`src/rtl/mazebot_pkg.sv`:
```
package mazebot_pkg;
  localparam int STATE_W = 2;

  typedef enum logic [STATE_W-1:0] {
    ST_SEEK  = 2'b00,
    ST_PIVOT = 2'b01,
    ST_HUG   = 2'b10,
    ST_VEER  = 2'b11
  } botState_e;

  // one strobe per possible target; all low means hold
  typedef struct packed {
    logic toPivot;
    logic toHug;
    logic toVeer;
  } moveStrobes_t;
endpackage

```
`src/rtl/mazebot_ctrl.sv`:
```
module mazebot_ctrl
  import mazebot_pkg::*;
(
  input  botState_e    curState,
  input  logic         sensL,
  input  logic         sensR,
  output moveStrobes_t mv
);
  logic anyTouch;
  assign anyTouch = sensL | sensR;

  always_comb begin
    mv = '0;
    unique case (curState)
      ST_SEEK:  mv.toPivot = anyTouch;
      ST_PIVOT: mv.toHug   = ~anyTouch;
      ST_HUG:   mv.toVeer  = sensR;
      ST_VEER: begin
        mv.toPivot = sensL;
        mv.toHug   = ~anyTouch;
      end
      default:  mv = '0;
    endcase
  end

  always_comb begin
    assert_strobe_single_R5: assert ($onehot0(mv));
  end
endmodule

```
`src/rtl/mazebot_dpath.sv`:
```
module mazebot_dpath
  import mazebot_pkg::*;
(
  input  logic         clk,
  input  logic         rst,
  input  moveStrobes_t mv,
  output botState_e    stateQ,
  output logic         stepFwd,
  output logic         turnLeft,
  output logic         turnRight
);
  always_ff @(posedge clk) begin
    if (rst)             stateQ <= ST_SEEK;
    else if (mv.toPivot) stateQ <= ST_PIVOT;
    else if (mv.toHug)   stateQ <= ST_HUG;
    else if (mv.toVeer)  stateQ <= ST_VEER;
  end

  always_comb begin
    stepFwd   = 1'b0;
    turnLeft  = 1'b0;
    turnRight = 1'b0;
    unique case (stateQ)
      ST_SEEK:  stepFwd = 1'b1;
      ST_PIVOT: turnLeft = 1'b1;
      ST_HUG:   begin stepFwd = 1'b1; turnRight = 1'b1; end
      ST_VEER:  begin stepFwd = 1'b1; turnLeft  = 1'b1; end
      default:  stepFwd = 1'b0;
    endcase
  end

  assert_reset_seek_R1: assert property (@(posedge clk) rst |=> stateQ == ST_SEEK);
  assert_hold_when_idle_R3: assert property (@(posedge clk) disable iff (rst)
    (mv == '0) |=> $stable(stateQ));
  assert_pivot_taken_R2: assert property (@(posedge clk) disable iff (rst)
    mv.toPivot |=> stateQ == ST_PIVOT);
  assert_turns_exclusive_R10: assert property (@(posedge clk) disable iff (rst)
    !(turnLeft && turnRight));
endmodule

```
`src/rtl/mazebot_top.sv`:
```
module mazebot_top
  import mazebot_pkg::*;
(
  input  logic                clk,
  input  logic                rst,
  input  logic                sensL,
  input  logic                sensR,
  output logic                stepFwd,
  output logic                turnLeft,
  output logic                turnRight,
  output logic [STATE_W-1:0]  stateCode
);
  botState_e    stateQ;
  moveStrobes_t mv;

  mazebot_ctrl u_ctrl (
    .curState (stateQ),
    .sensL    (sensL),
    .sensR    (sensR),
    .mv       (mv)
  );

  mazebot_dpath u_dpath (
    .clk       (clk),
    .rst       (rst),
    .mv        (mv),
    .stateQ    (stateQ),
    .stepFwd   (stepFwd),
    .turnLeft  (turnLeft),
    .turnRight (turnRight)
  );

  assign stateCode = stateQ;

  assert_seek_touch_R2: assert property (@(posedge clk) disable iff (rst)
    (stateCode == 2'b00 && (sensL || sensR)) |=> stateCode == 2'b01);
  assert_pivot_free_R3: assert property (@(posedge clk) disable iff (rst)
    (stateCode == 2'b01 && !sensL && !sensR) |=> stateCode == 2'b10);
  assert_hug_ignores_left_R4: assert property (@(posedge clk) disable iff (rst)
    (stateCode == 2'b10) |=> stateCode == ($past(sensR) ? 2'b11 : 2'b10));
  assert_veer_left_hit_R5: assert property (@(posedge clk) disable iff (rst)
    (stateCode == 2'b11 && sensL) |=> stateCode == 2'b01);
  assert_right_turn_moves_R8: assert property (@(posedge clk) disable iff (rst)
    turnRight |-> stepFwd);
endmodule

```
`config.mk`:
```
export PLATFORM = sky130hd
export DESIGN_NAME = mazebot_top
export DESIGN_NICKNAME = d
export VERILOG_FILES = /design/src/rtl/mazebot_pkg.sv /design/src/rtl/mazebot_ctrl.sv /design/src/rtl/mazebot_dpath.sv /design/src/rtl/mazebot_top.sv
export SDC_FILE = /design/constraint.sdc
export NUM_CORES = 1
export LEC_CHECK = 0
export ABC_AREA = 0
export BUFFER_PORTS_ARGS = -buffer_cell sky130_fd_sc_hd__buf_2
export CAP_MARGIN = 20
export CORE_AREA = 2 2 39 41
export DETAILED_ROUTE_END_ITERATION = 8
export DIE_AREA = 0 0 41 43
export SLEW_MARGIN = 15
export SYNTH_ARGS = -nofsm -noshare
export SYNTH_HDL_FRONTEND = slang
export SYNTH_SLANG_ARGS = --single-unit
```
`constraint.sdc`:
```
create_clock -name clk -period 2.1 [get_ports clk]
set_input_delay 0.42 -clock clk [delete_from_list [all_inputs] [get_ports clk]]
set_output_delay 0.42 -clock clk [all_outputs]
set_load 0.02 [all_outputs]
```
==> run summary, run 1 <==
status = completed
Post-Syn Nets = 29
Crit. End Element = primary output
synthesized cell area = 191 sq um
wire length per cell = 7.74 um
cts-stage hold buffer count = 0
post-DP HPWL = 299 um
Critical-path top delay cell = dfxtp_1
setup violators final = 0
post-placement cell area = 251 sq um
Finished Layout Cells = 47
Synth Instances = 20
reg2reg end = u_dpath.stateQ[0]
total core area = 0.00138 sq mm
crit-path max cell delay = 0.40 ns
Std-Cell Rows = 14
Filler Cell Count = 154
Hold Path Class = in2reg
Post-CTS Resized = 0
type of the worst setup path = reg2out
final worst-path cycle share = 0.827
max-slew violation count = 0
drt total wl = 364 um
setup TNS = 0 ns
fin area = 274 sq um
synthesized area per cell = 9.57 sq um
Die Area = 0.00176 sq mm
number of max-cap violations = 0
Util after Layout = 0.198
initial antenna violation count = 0
Hold Slack = 0.385 ns
Final Wtd Congestion = 0.562
Synth Warn # = 0
Post-CTS Setup Repair Bufs = 0
DR DRC count = 0
antenna-violating nets left = 0
grt ovf = 0
Worst EP required = 1.68 ns
CTS H-tree lvls = 1
I/O pin cnt = 9
Clk Latency, worst-skew pair = 0.22 ns
Most flops, register = u_dpath.stateQ
Worst Setup SP = u_dpath.stateQ[1]
total track usage = 0.0641
total number of vias = 168
Top delay family on crit path = flip-flops
first-pass GRT wire length = 676 um
Clock Power Share = 0.354
Area growth, synth to finish = 43.1%
initial core utilization = 0.138
Buf+Inv Stages, Crit Path = 2
Die Y = 43 um
Crit. path cell count = 4
logic gate share of total power = 0.415
total power draw = 0.238 mW
Fin. Hold Viols = 0
CP endpoint = turnLeft
Leakage = 0.141 nW
Worst-path clk slew = 0.03 ns
pwr/cell area = 870 mW/mm^2
share of cells above drive strength 1 = 0.484
switching share of power = 0.364
starting DRC count in detailed routing = 3
routed vias/inst = 3.57
flop-to-flop setup slack = 0.80 ns
CTS tree = done
worst reg-to-reg path cell count = 5
unrepaired setup endpoints after global routing = false
sequential share of power = 0.231
r2r startpoint = u_dpath.stateQ[0]
clock buffer depth = 2
CTS buffer count = 3
dpl cells = 44
die extent in x = 41 um
clock sink count = 2
Largest register FFs = 2
Worst Max-Slew Pin Slew = 0.222 ns
Slew headroom = 0.852
Sw Pwr = 0.0867 mW
biggest regs = u_dpath.stateQ: 2 flops
Synth cell types = 13
Arr. time, crit path = 1.32 ns
Max IR drop VDD = 0.000179 V
P_int = 0.152 mW
crit path max fanout = 5
clock root buffer = clkbuf_4
nets = 42
Worst setup SP type = flop
Pre-antenna DRT Iters = 4
Tmin final = 1.74 ns
Layout Skew = 0.00276 ns
ant diodes = 0
setup ws final = 0.363 ns
largest net degree at the start of global routing = 7
FMAX = 0.576 GHz
Yosys reg bits = 2
vias in the first global route = 186
port buffer count = 8
crit path cell chain = inv_1, ha_1, or2_4, buf_2
register area = 40.0 sq um
Multi-input gate area = 140 sq um
dpl ws = 0.585 ns
register area share after synthesis = 0.209
metal layers:
| layer | up-vias | part of all wire | routed length, um | GRT usage |
|---|---|---|---|---|
| met2 | 6 | 0.48 | 174 | 0.0813 |
| met3 | 0 | 0.10 | 37 | 0.0628 |
| met1 | 73 | 0.42 | 152 | 0.0541 |
| met4 | 0 | 0 | 0 | 0.0600 |
| li1 | 89 | - | - | - |
| met5 | - | 0 | 0 | 0 |
cells by family after synthesis:
| kind of cell | count (synthesis) | share of synthesized area |
|---|---|---|
| compound gates | 5 | 0.248 |
| fa+ha+maj | 5 | 0.327 |
| buf+inv | 3 | 0.0588 |
| flops | 2 | 0.209 |
| simple gates | 5 | 0.157 |
cells in the final DEF (no fill, tap or decap):
cell type,count
nor3_1,1
nor2_1,1
nand2_1,1
a21oi_1,1
dfxtp_1,2
a2bb2oi_2,1
o21ai_0,1
ha_1,5
or2_4,1
buf_2,8
a211oi_2,1
inv_1,3
clkbuf_4,3
o21ba_1,1
and2_4,1
how the worst min path moves through the flow:
stage / slack, ns / start / cells after the start / endpoint
after CTS: 0.37 / rst / 2 / u_dpath.stateQ[1]
after detailed placement: 0.60 / u_dpath.stateQ[1] / 2 / u_dpath.stateQ[1]
after floorplan: 0.50 / rst / 1 / u_dpath.stateQ[1]
final: 0.39 / rst / 2 / u_dpath.stateQ[1]
after global placement: 0.60 / rst / 2 / u_dpath.stateQ[1]
after global routing: 0.39 / rst / 2 / u_dpath.stateQ[1]
cell usage after synthesis (all sizes together):
master | n | share of area
nand2 | 1 | 0.020
inv | 3 | 0.059
a2bb2oi | 1 | 0.078
dfxtp | 2 | 0.21
a211oi | 1 | 0.065
and2 | 1 | 0.046
ha | 5 | 0.33
o21ba | 1 | 0.052
or2 | 1 | 0.046
a21oi | 1 | 0.026
o21ai | 1 | 0.026
nor3 | 1 | 0.026
nor2 | 1 | 0.020
final cells by class:
cell class                 instances  area share
multi-input combinational         15       0.511
sequential                         2       0.146
timing repair buffer               8       0.146
clock buffer                       3      0.0822
tap                               16      0.0731
inverter                           3      0.0411
power groups by stage:
| stage | Clock, mW | Sequential [mW] | Combinational, mW |
|---|---|---|---|
| 2_1_floorplan | 0 | 0.0621 | 0.0661 |
| 3_3_place_gp | 0 | 0.0564 | 0.0992 |
| 4_1_cts | 0.0913 | 0.0556 | 0.101 |
| 5_1_grt | 0.0964 | 0.0565 | 0.113 |
| 3_5_place_dp | 0 | 0.0560 | 0.101 |
| 6_report | 0.0843 | 0.0552 | 0.0988 |
No activity file was read; power rests on OpenSTA's default activity.
==> run 2: changes to the inputs <==
clock period = 1.8 ns   (was 2.1 ns; I/O delays follow)
==> run summary, run 2 (synthesis results as in run 1) <==
Clk Latency, worst-skew pair = 0.22 ns (about the same)
Most flops, register = u_dpath.stateQ
max-slew violation count = 0 (unchanged)
Worst setup SP type = flop
port buffer count = 8 (unchanged)
crit path max fanout = 5 (unchanged)
CTS tree = done
initial core utilization = 0.138 (unchanged)
dpl cells = 44 (unchanged)
CTS H-tree lvls = 1 (unchanged)
I/O pin cnt = 9 (unchanged)
register area = 40.0 sq um (unchanged)
routed vias/inst = 3.74 (+4.8%)
unrepaired setup endpoints after global routing = false
Arr. time, crit path = 1.32 ns (about the same)
Largest register FFs = 2 (unchanged)
setup TNS = 0 ns (unchanged)
total track usage = 0.0641 (+0.0000642)
Slew headroom = 0.848 (-0.00349)
Std-Cell Rows = 14 (unchanged)
Worst EP required = 1.44 ns (-0.24 ns)
DR DRC count = 0 (unchanged)
Area growth, synth to finish = 43.1% (unchanged)
Hold Path Class = in2reg
starting DRC count in detailed routing = 2 (-1)
Post-CTS Resized = 0 (unchanged)
vias in the first global route = 157 (-16%)
fin area = 274 sq um (unchanged)
Crit. End Element = primary output
final worst-path cycle share = 0.931
status = completed
largest net degree at the start of global routing = 7 (unchanged)
biggest regs = u_dpath.stateQ: 2 flops
first-pass GRT wire length = 627 um (-7.2%)
Final Wtd Congestion = 0.617 (+9.8%)
Worst Max-Slew Pin Slew = 0.227 ns (+0.00523 ns)
initial antenna violation count = 0 (unchanged)
Die Y = 43 um (unchanged)
Filler Cell Count = 168 (+9.1%)
grt ovf = 0 (unchanged)
FMAX = 0.597 GHz
most frequent cells in the layout = buf_2, ha_1, inv_1, clkbuf_4, dfxtp_1
Finished Layout Cells = 47 (unchanged)
Worst-path clk slew = 0.03 ns (about the same)
Top delay family on crit path = flip-flops
cts-stage hold buffer count = 0 (unchanged)
drt total wl = 397 um (+9.1%)
nets = 42 (unchanged)
die extent in x = 41 um (unchanged)
type of the worst setup path = reg2out
total number of vias = 176 (+4.8%)
ant diodes = 0 (unchanged)
crit path cell chain = inv_1, ha_1, or2_4, buf_2
Max IR drop VDD = 0.000212 V (+18%)
CTS buffer count = 3 (unchanged)
Critical-path top delay cell = dfxtp_1
commonest non-fill, non-tap cell in the layout = buf_2
Layout Skew = 0.000495 ns (-0.00226 ns)
setup violators final = 0 (unchanged)
Multi-input gate area = 140 sq um (unchanged)
Fin. Hold Viols = 0 (unchanged)
antenna-violating nets left = 0 (unchanged)
number of max-cap violations = 0 (unchanged)
Die Area = 0.00176 sq mm (unchanged)
Tmin final = 1.68 ns
share of cells above drive strength 1 = 0.484 (unchanged)
Leakage = 0.141 nW (unchanged)
pwr/cell area = 1020 mW/mm^2 (+18%)
clock root buffer = clkbuf_4
clock sink count = 2 (unchanged)
Hold Slack = 0.319 ns (-0.0663 ns)
post-placement cell area = 251 sq um (unchanged)
wire length per cell = 8.45 um (+9.1%)
total core area = 0.00138 sq mm (unchanged)
Buf+Inv Stages, Crit Path = 2 (unchanged)
Pre-antenna DRT Iters = 4 (unchanged)
clock buffer depth = 2 (unchanged)
Post-CTS Setup Repair Bufs = 0 (unchanged)
crit-path max cell delay = 0.40 ns (about the same)
run 2: cell counts in the layout (fill, tap and decap cells not counted):
Identical to the previous run, type by type.
run 2: cell type report:
class                   instances  area share
clock buffers                   3      0.0822
flip-flops and latches          2       0.146
repair buffers                  8       0.146
inverters                       3      0.0411
well taps                      16      0.0731
multi-input cells              15       0.511
run 2: where the power goes:
part / switching [mW] / internal, mW / leakage, nW
clock: 0.0251 / 0.0735 / 0.0138
sequential: 0.0124 / 0.0522 / 0.0164
combinational: 0.0654 / 0.0518 / 0.111
total: 0.103 / 0.177 / 0.141
run 2: worst paths after layout:
check | start | endpoint | slack (ns) | cells after the start
max | u_dpath.stateQ[1] | turnLeft | 0.12 | 4
min | rst | u_dpath.stateQ[1] | 0.32 | 2
max reg2reg | u_dpath.stateQ[0] | u_dpath.stateQ[0] | 0.50 | 5
min reg2reg | u_dpath.stateQ[1] | u_dpath.stateQ[1] | 0.61 | 2
run 2: stage by stage:
stage               power, mW  setup WS (ns)  utilization
floorplan               0.150          0.314            -
detailed placement      0.184          0.349        0.182
global route            0.314         0.0507        0.198
CTS                     0.290          0.105        0.198
global placement        0.184          0.365        0.182
finish                  0.280          0.124        0.198
run 2: layer usage:
layer  global-route usage  part of all wire  vias to the layer above
met4               0.0800                 0                        0
met2               0.0688              0.48                        6
met1               0.0575              0.41                       81
met3               0.0628              0.11                        0
li1                     -                 -                       89
met5                    0                 0                        -
